===== src/rtl/adc_corr_pkg.sv =====
`timescale 1ns/1ps
package adc_corr_pkg;
  // Two-bit stage decision codes
  localparam logic [1:0] DEC_NEG  = 2'b00;
  localparam logic [1:0] DEC_ZERO = 2'b01;
  localparam logic [1:0] DEC_POS  = 2'b10;

  // The upper bit alone marks +1, so the illegal 11 counts as +1
  function automatic logic dec_is_pos(logic [1:0] c);
    return c[1];
  endfunction

  function automatic logic dec_is_neg(logic [1:0] c);
    return c == DEC_NEG;
  endfunction
endpackage


===== src/rtl/stage_align.sv =====
`timescale 1ns/1ps
// Delays one stage decision by DEPTH rising edges (DEPTH >= 1)
module stage_align #(
  parameter int DEPTH = 1
) (
  input  logic       clk,
  input  logic       rst,
  input  logic [1:0] d_in,
  output logic [1:0] d_out
);
  logic [1:0] taps [DEPTH];

  always_ff @(posedge clk) begin
    if (rst) begin
      for (int k = 0; k < DEPTH; k++) taps[k] <= '0;
    end else begin
      taps[0] <= d_in;
      for (int k = 1; k < DEPTH; k++) taps[k] <= taps[k-1];
    end
  end

  assign d_out = taps[DEPTH-1];
endmodule


===== src/rtl/corr_sum.sv =====
`timescale 1ns/1ps
// Weighted overlap-add of aligned decisions with mid-scale offset and clamp
module corr_sum
  import adc_corr_pkg::*;
#(
  parameter int NSTG  = 10,
  parameter int OUT_W = 10
) (
  input  logic [2*NSTG-1:0] dec_vec,
  output logic [OUT_W-1:0]  code
);
  localparam int SW = OUT_W + 2;
  localparam logic signed [SW-1:0] OFFSET = SW'(1) << (OUT_W - 1);
  localparam logic signed [SW-1:0] MAXC   = SW'((1 << OUT_W) - 1);

  logic signed [SW-1:0] acc;

  always_comb begin
    acc = OFFSET;
    for (int i = 0; i < NSTG; i++) begin
      if (dec_is_pos(dec_vec[2*i +: 2]))
        acc = acc + (SW'(1) << (NSTG - 1 - i));
      else if (dec_is_neg(dec_vec[2*i +: 2]))
        acc = acc - (SW'(1) << (NSTG - 1 - i));
    end
  end

  // Saturate to the output range
  always_comb begin
    if (acc < 0)
      code = '0;
    else if (acc > MAXC)
      code = '1;
    else
      code = acc[OUT_W-1:0];
  end
endmodule


===== src/rtl/adc_pipe_corr.sv =====
`timescale 1ns/1ps
module adc_pipe_corr #(
  parameter int NSTG = 10
) (
  input  logic              clk,
  input  logic              rst,
  input  logic [2*NSTG-1:0] stage_dec,
  output logic [NSTG-1:0]   code_out
);
  localparam int SLOTS = (NSTG + 1) / 2;
  localparam int LAST  = SLOTS - 1;
  localparam int CW    = $clog2(LAST + 2);

  logic [2*NSTG-1:0] aligned;
  logic [NSTG-1:0]   sum_code;
  logic [CW-1:0]     fill;

  // Stage i lands in slot i/2; delay it up to the last slot
  for (genvar i = 0; i < NSTG; i++) begin : g_align
    if (LAST - i/2 == 0) begin : g_direct
      assign aligned[2*i +: 2] = stage_dec[2*i +: 2];
    end else begin : g_delay
      stage_align #(.DEPTH(LAST - i/2)) u_align (
        .clk  (clk),
        .rst  (rst),
        .d_in (stage_dec[2*i +: 2]),
        .d_out(aligned[2*i +: 2])
      );
    end
  end

  corr_sum #(.NSTG(NSTG), .OUT_W(NSTG)) u_sum (
    .dec_vec(aligned),
    .code   (sum_code)
  );

  // Refill tracking after reset
  always_ff @(posedge clk) begin
    if (rst)
      fill <= '0;
    else if (fill != CW'(LAST))
      fill <= fill + 1'b1;
  end

  // Output register
  always_ff @(posedge clk) begin
    if (rst)
      code_out <= '0;
    else if (fill == CW'(LAST))
      code_out <= sum_code;
    else
      code_out <= '0;
  end
endmodule


===== config.mk =====
export PLATFORM = sky130hd
export DESIGN_NAME = adc_pipe_corr
export DESIGN_NICKNAME = d
export VERILOG_FILES = /design/src/rtl/adc_corr_pkg.sv /design/src/rtl/stage_align.sv /design/src/rtl/corr_sum.sv /design/src/rtl/adc_pipe_corr.sv
export SDC_FILE = /design/constraint.sdc
export NUM_CORES = 1
export LEC_CHECK = 0
export ABC_AREA = 1
export BUFFER_PORTS_ARGS = -buffer_cell sky130_fd_sc_hd__buf_2
export CAP_MARGIN = 25
export CELL_PAD_IN_SITES_DETAIL_PLACEMENT = 0
export CELL_PAD_IN_SITES_GLOBAL_PLACEMENT = 1
export CORE_MARGIN = 8
export CORE_UTILIZATION = 42
export DETAILED_ROUTE_END_ITERATION = 8
export GPL_ROUTABILITY_DRIVEN = 0
export HOLD_SLACK_MARGIN = 0.15
export PLACE_DENSITY_LB_ADDON = 0.1
export SKIP_CTS_REPAIR_TIMING = 1
export SKIP_LAST_GASP = 1
export SLEW_MARGIN = 10
export SYNTH_ARGS = -nofsm -noshare
export SYNTH_HDL_FRONTEND = slang
export SYNTH_HIERARCHICAL = 1
export SYNTH_SLANG_ARGS = --single-unit

===== constraint.sdc =====
create_clock -name clk -period 3.41 [get_ports clk]
set_input_delay 0.5115 -clock clk [delete_from_list [all_inputs] [get_ports clk]]
set_output_delay 0.5115 -clock clk [all_outputs]
set_load 0.1 [all_outputs]

==> flow_summary.toml, run 1 <==
[die]
die_x_um = 105
die-area_mm2 = 0.0111
die_y_um = 105
core_mm2 = 0.00773
row_count = 32
start_util = 0.434
pin_count = 32

[job]
maxCapViolations = 0

[yosys]
synth.distinct_cells = 29
syn_avg_cell_area_um2 = 6.31
syn_area_mm2 = 0.00336
ys_warn_count = 6
syn_inst = 532
yosysSeqAreaShare = 0.316
ys_seq_elements = 53
synth_fp_nets = 563

[detailed_routing]
wl_per_cell_um = 8.51
ant_nets = 0
drtIter0Drc = 68
firstDrtPassIters = 4
drt-total-wl_um = 5650
detail_route.vias_per_cell = 4.21
drcViolationCount = 0
via_count = 2797

[placed_design]
dp.cells = 656
port_buffers = 31
post-dp-hpwl_um = 4700

[grt]
grt_antenna_before_repair = 0
grt_max_degree = 43
grt.overflow.total = 0
track_usage = 0.111
grt_pass1_wl_um = 10700
grt_pass1_vias = 2718

[power]
leakagePower_nw = 1.91
peakVddDrop_mv = 0.220
pwr-share-seq = 0.507
p_sw_frac = 0.313
p_per_area_mw_per_mm2 = 351
finalPower_w = 0.00129
power.internal_w = 0.000887
power.net_switching_w = 0.000405
clkPwrFrac = 0.292
comb_power_share = 0.201

[clock_network]
cts_sinks = 53
clkTransAtPathRegs_ns = 0.11
cts_tree = "built"
root_buffer = "clkbuf_8"
cts_inserted_buffers = 5
h-tree-depth = 2
clockBufferDepth = 2
insertion_delay_ns = 0.31

[critical_path]
worst_path_max_delay_cell = "dfxtp_1"
cp.arrival_ns = 3.24
worstSetupPathType = "register to register"
cp_slowest_stage_delay_ns = 0.35
endpoint_kind = "register"
crit_chain = "inv_2, nand2_1, nand2_1, nand2_1, ha_1, or2_1, nand2_1, nand2_1, nand2_1, nand3_1, nand2_2, nand3_1, or2_1, nor2_2, nand2_2, nor2_4, nand3_4, nand3_1, nand2_1, inv_1, inv_1, nor2_1"
crit_path_start_kind = "register"
critical_path.top_delay_family = "simple AND/OR/NAND/NOR gates"
cp_common_cell = "nand2_1"
crit_required_ns = 3.66
critPathMaxFanout = 8
critical_path_buf_inv_count = 3

[sta]
hold_violations = 0
max_slew_margin = 0.549
setup_tns_ns = 0
finalMaxSlewViolations = 0
rsz0062_at_grt = "no"
fmax_mhz = 336
tightestPinTransition_ns = 0.677
fin_crit_sh = 0.874
min_period_ns = 2.98
clock_skew_ns = 0.0138
setup_viol = 0

[cells_and_area]
fin_cells = 664
drive_gt1_frac = 0.203
final_nets = 592
num_antenna_cells = 0
syn_to_final_growth_pct = 9.69

[hold_path]
hp-class = "primary input to register"

[status]
outcome = "finished clean"
==> state kept, by name, summed over array words and instances (netlist names) <==
register and flops:
fill 3, code_out 10, g_align.g_delay.u_align/taps 40
==> through the flow <==
| stage | area [µm²] | util | worst slack (ns) | hold WS, ns |
|---|---|---|---|---|
| 4_1_cts | 3670 | 0.475 | 0.366 | 0.372 |
| 3_5_place_dp | 3560 | 0.461 | 0.400 | 0.392 |
| 6_report | 3680 | 0.477 | 0.430 | 0.386 |
| 5_1_grt | 3680 | 0.477 | 0.0115 | 0.367 |
| 3_3_place_gp | 3560 | 0.461 | 0.425 | 0.389 |
| 2_1_floorplan | 3360 | - | 0.610 | 0.388 |
==> worst paths after layout <==
kind | depth (start not counted) | from | slack (ns) | end
worst max-delay path | 22 | g_align[5].g_delay.u_align/taps[0][2] | 0.43 | code_out[1]
worst min-delay path | 3 | stage_dec[13] | 0.39 | g_align[6].g_delay.u_align/taps[0][1]
worst max register to register | 22 | g_align[5].g_delay.u_align/taps[0][2] | 0.43 | code_out[1]
worst min register to register | 2 | g_align[4].g_delay.u_align/taps[0][1] | 0.41 | g_align[4].g_delay.u_align/taps[0][3]
==> kinds of logic (layout without fill, tap and decap cells) <==
| kind of cell | after synthesis | count (layout) | synth area share |
|---|---|---|---|
| flops | 53 | 53 | 0.316 |
| buf+inv | 134 | 164 | 0.163 |
| xor+xnor | 6 | 6 | 0.0157 |
| fa+ha+maj | 9 | 9 | 0.0335 |
| compound gates | 13 | 13 | 0.0212 |
| simple gates | 317 | 317 | 0.450 |
==> power by group through the flow <==
stage | Sequential, W | Clock, W | Combinational, W
6_report | 0.000655 | 0.000377 | 0.000260
5_1_grt | 0.000658 | 0.000420 | 0.000308
4_1_cts | 0.000655 | 0.000396 | 0.000262
3_5_place_dp | 0.000670 | 0 | 0.000261
3_3_place_gp | 0.000669 | 0 | 0.000256
2_1_floorplan | 0.000668 | 0 | 0.000216
==> tightest hold or removal path: stages <==
cell and delay, ns:
buf_2 0.09, inv_1 0.04, nor2_1 0.03
==> layer usage <==
layer	part of all wire	vias to the layer above	wire length (µm)	track usage
met5	0	-	0	0
met4	0.014	0	80	0.0367
met3	0.027	5	151	0.0268
met2	0.40	25	2250	0.180
met1	0.56	1130	3170	0.142
li1	-	1637	-	-
==> Yosys cell counts <==
cell type  instances  area [µm²]
a21oi_1            4        20.0
inv_1            108         405
nor3b_1            1        7.51
xnor2_1            3        26.3
or2_1              3        18.8
o21ai_0            5        25.0
ha_1               9         113
nor2_2            14        87.6
xor2_1             3        26.3
nand4_1            9        56.3
nand2_4            1        11.3
nand3_2           13         130
nand3_4            1        17.5
o21ai_1            2        10.0
nand3b_1           3        22.5
nand3_1           43         215
nor2_1            94         353
nor2_4             3        33.8
nor4b_1            1        8.76
o31ai_1            1        7.51
dfxtp_1           53        1060
inv_2             16        60.1
nand2_2           21         131
or2_0              1        6.26
nor3_1             2        10.0
nand2_1          107         402
buf_4              8        60.1
buf_6              2        22.5
o221ai_1           1        8.76
==> cell type report <==
type | count | area, µm²
flip-flops and latches | 53 | 1060
repair buffers | 32 | 163
clock buffers | 5 | 68.8
inverters | 124 | 465
well taps | 102 | 128
multi-input cells | 345 | 1760
fillers | 811 | 4050
clock inverters | 3 | 33.8
==> placed cells by master, fill, tap and decap left out, types with 3 or more instances in the layout <==
master    Yosys  layout
a21oi_1       4       4
buf_2         0      31
clkbuf_8      0       5
dfxtp_1      53      53
ha_1          9       9
inv_1       108     108
inv_2        16      16
nand2_1     107     105
nand2_2      21      23
nand3_1      43      42
nand3_2      13      14
nand3b_1      3       3
nand4_1       9       9
nor2_1       94      92
nor2_2       14      16
nor2_4        3       3
o21ai_0       5       5
or2_1         3       3
xnor2_1       3       3
xor2_1        3       3
Note: power is estimated with default switching activity, not from simulation.
==> inputs of run 2 (changes only) <==
--- a/config.mk
+++ b/config.mk
@@ -6,7 +6,7 @@
 export NUM_CORES = 1
 export LEC_CHECK = 0
 export ABC_AREA = 1
-export BUFFER_PORTS_ARGS = -buffer_cell sky130_fd_sc_hd__buf_2
+export BUFFER_PORTS_ARGS = -buffer_cell sky130_fd_sc_hd__buf_4
 export CAP_MARGIN = 25
 export CELL_PAD_IN_SITES_DETAIL_PLACEMENT = 0
 export CELL_PAD_IN_SITES_GLOBAL_PLACEMENT = 1
==> constraint.sdc (replaced) <==
create_clock -name clk -period 3.41 [get_ports clk]
set_input_delay 0.341 -clock clk [delete_from_list [all_inputs] [get_ports clk]]
set_output_delay 0.341 -clock clk [all_outputs]
set_load 0.1 [all_outputs]
==> run 2 against run 1 <==
Clock power about the same; count of clock-buffer cells in the layout unchanged; sequential power about the same; worst setup slack got worse by 0.026 ns; sequential cell count unchanged; utilization increased by 1.1 points; worst hold slack got worse by 0.17 ns; combinational power increased by 3%; final area increased by 2.3%; power increased by 0.72%; critical path type unchanged; largest power group unchanged; highest routed layer unchanged.
==> flow_summary.toml, run 2 (synthesis results as in run 1) <==
[critical_path]
crit_path_start_kind = "register"
critPathMaxFanout = 8
worstSetupPathType = "register to register"
crit_required_ns = 3.65
reg2regPathDepth = 22
endpoint_kind = "register"
cp.arrival_ns = 3.25

[power]
leakagePower_nw = 1.93
peakVddDrop_mv = 0.234
p_per_area_mw_per_mm2 = 346

[die]
pin_count = 32
start_util = 0.434
core_mm2 = 0.00773
die-area_mm2 = 0.0111
die_x_um = 105
die_y_um = 105
row_count = 32

[sta]
fin_crit_sh = 0.882
finalMaxSlewViolations = 0
fmax_mhz = 333
clock_skew_ns = 0.00963
fin_ws_ns = 0.404
tightestPinTransition_ns = 0.389
rsz0062_at_grt = "no"
setup_tns_ns = 0
min_period_ns = 3.01
hold_violations = 0
max_slew_margin = 0.741
setup_viol = 0

[clock_network]
root_buffer = "clkbuf_8"
clockBufferDepth = 2
h-tree-depth = 2
cts_inserted_buffers = 5
cts_tree = "built"
insertion_delay_ns = 0.31
cts_sinks = 53
clkTransAtPathRegs_ns = 0.11

[placed_design]
dp_slack_ns = 0.398
port_buffers = 31
dp.cells = 656
post-dp-hpwl_um = 4710

[cells_and_area]
drive_gt1_frac = 0.206
final_nets = 592
final_common_cell = "inv_1"
top_register = "g_align.g_delay.u_align/taps"
syn_to_final_growth_pct = 12.2
largest_register_ff_count = 40
fillers = 833
fin_cells = 664
final_cell_mix = "108 x inv_1, 106 x nand2_1, 92 x nor2_1"
num_antenna_cells = 0
top_regs = "g_align.g_delay.u_align/taps: 40 flops, code_out: 10 flops, fill: 3 flops"

[grt]
grt_pass1_vias = 2699
track_usage = 0.115
grt_pass1_wl_um = 11000
grt.overflow.total = 0
grt_max_degree = 43
grt_antenna_before_repair = 0

[detailed_routing]
via_count = 2831
firstDrtPassIters = 4
drt-total-wl_um = 5740
drcViolationCount = 0
drtIter0Drc = 69
detail_route.vias_per_cell = 4.26
wl_per_cell_um = 8.64
ant_nets = 0

[hold_path]
hold-path-cell-count = 3
hp-class = "primary input to register"

[job]
maxCapViolations = 0

[status]
outcome = "finished clean"
run 2: critical path, cell delays in order (launching register included):
cell and delay, ns:
dfxtp_1 0.35, inv_2 0.07, nand2_1 0.10, nand2_1 0.11, nand2_1 0.06, ha_1 0.27
or2_1 0.24, nand2_1 0.12, nand2_1 0.08, nand2_1 0.13, nand3_1 0.08, nand2_1 0.15
nand3_1 0.11, or2_1 0.28, nor2_2 0.10, nand2_2 0.08, nor2_4 0.14, nand3_4 0.13
nand3_1 0.11, nand2_1 0.05, inv_1 0.05, inv_1 0.03, nor2_1 0.08
run 2: cell type report:
cell class	count	area [µm²]	area share
clock buffer	5	68.8	0.0183
clock inverter	3	33.8	0.00897
inverter	124	465	0.124
multi-input combinational	345	1770	0.469
sequential	53	1060	0.283
tap	102	128	0.0339
timing repair buffer	32	240	0.0638
run 2: metrics by stage:
step | utilization | instance area (µm²) | total power, W | hold slack [ns]
finish | 0.487 | 3770 | 0.00130 | 0.221
global route | 0.487 | 3770 | 0.00141 | 0.220
detailed placement | 0.471 | 3640 | 0.000937 | 0.392
floorplan | - | 3360 | 0.000883 | 0.388
global placement | 0.471 | 3640 | 0.000931 | 0.389
CTS | 0.485 | 3740 | 0.00132 | 0.207
run 2: where the power goes:
group / switching (W) / total (W) / internal (W)
Clock: 0.000225 / 0.000378 / 0.000153
Sequential: 0.0000131 / 0.000656 / 0.000643
Combinational: 0.000169 / 0.000267 / 0.0000976
run 2: final timing paths:
path                                                              end                                   from  slack [ns]
worst min-delay path            g_align[6].g_delay.u_align/taps[0][0]                          stage_dec[12]        0.22
worst min register to register  g_align[3].g_delay.u_align/taps[0][4]  g_align[3].g_delay.u_align/taps[0][2]        0.40
worst max-delay path                                      code_out[4]  g_align[5].g_delay.u_align/taps[0][2]        0.40
worst max register to register                            code_out[4]  g_align[5].g_delay.u_align/taps[0][2]        0.40
run 2: metal layers:
metal / part of all wire / wire length, µm / global-route usage
met5: 0 / 0 / 0
met2: 0.41 / 2360 / 0.179
met4: 0.0080 / 46 / 0.0336
met3: 0.024 / 139 / 0.0244
met1: 0.56 / 3200 / 0.154
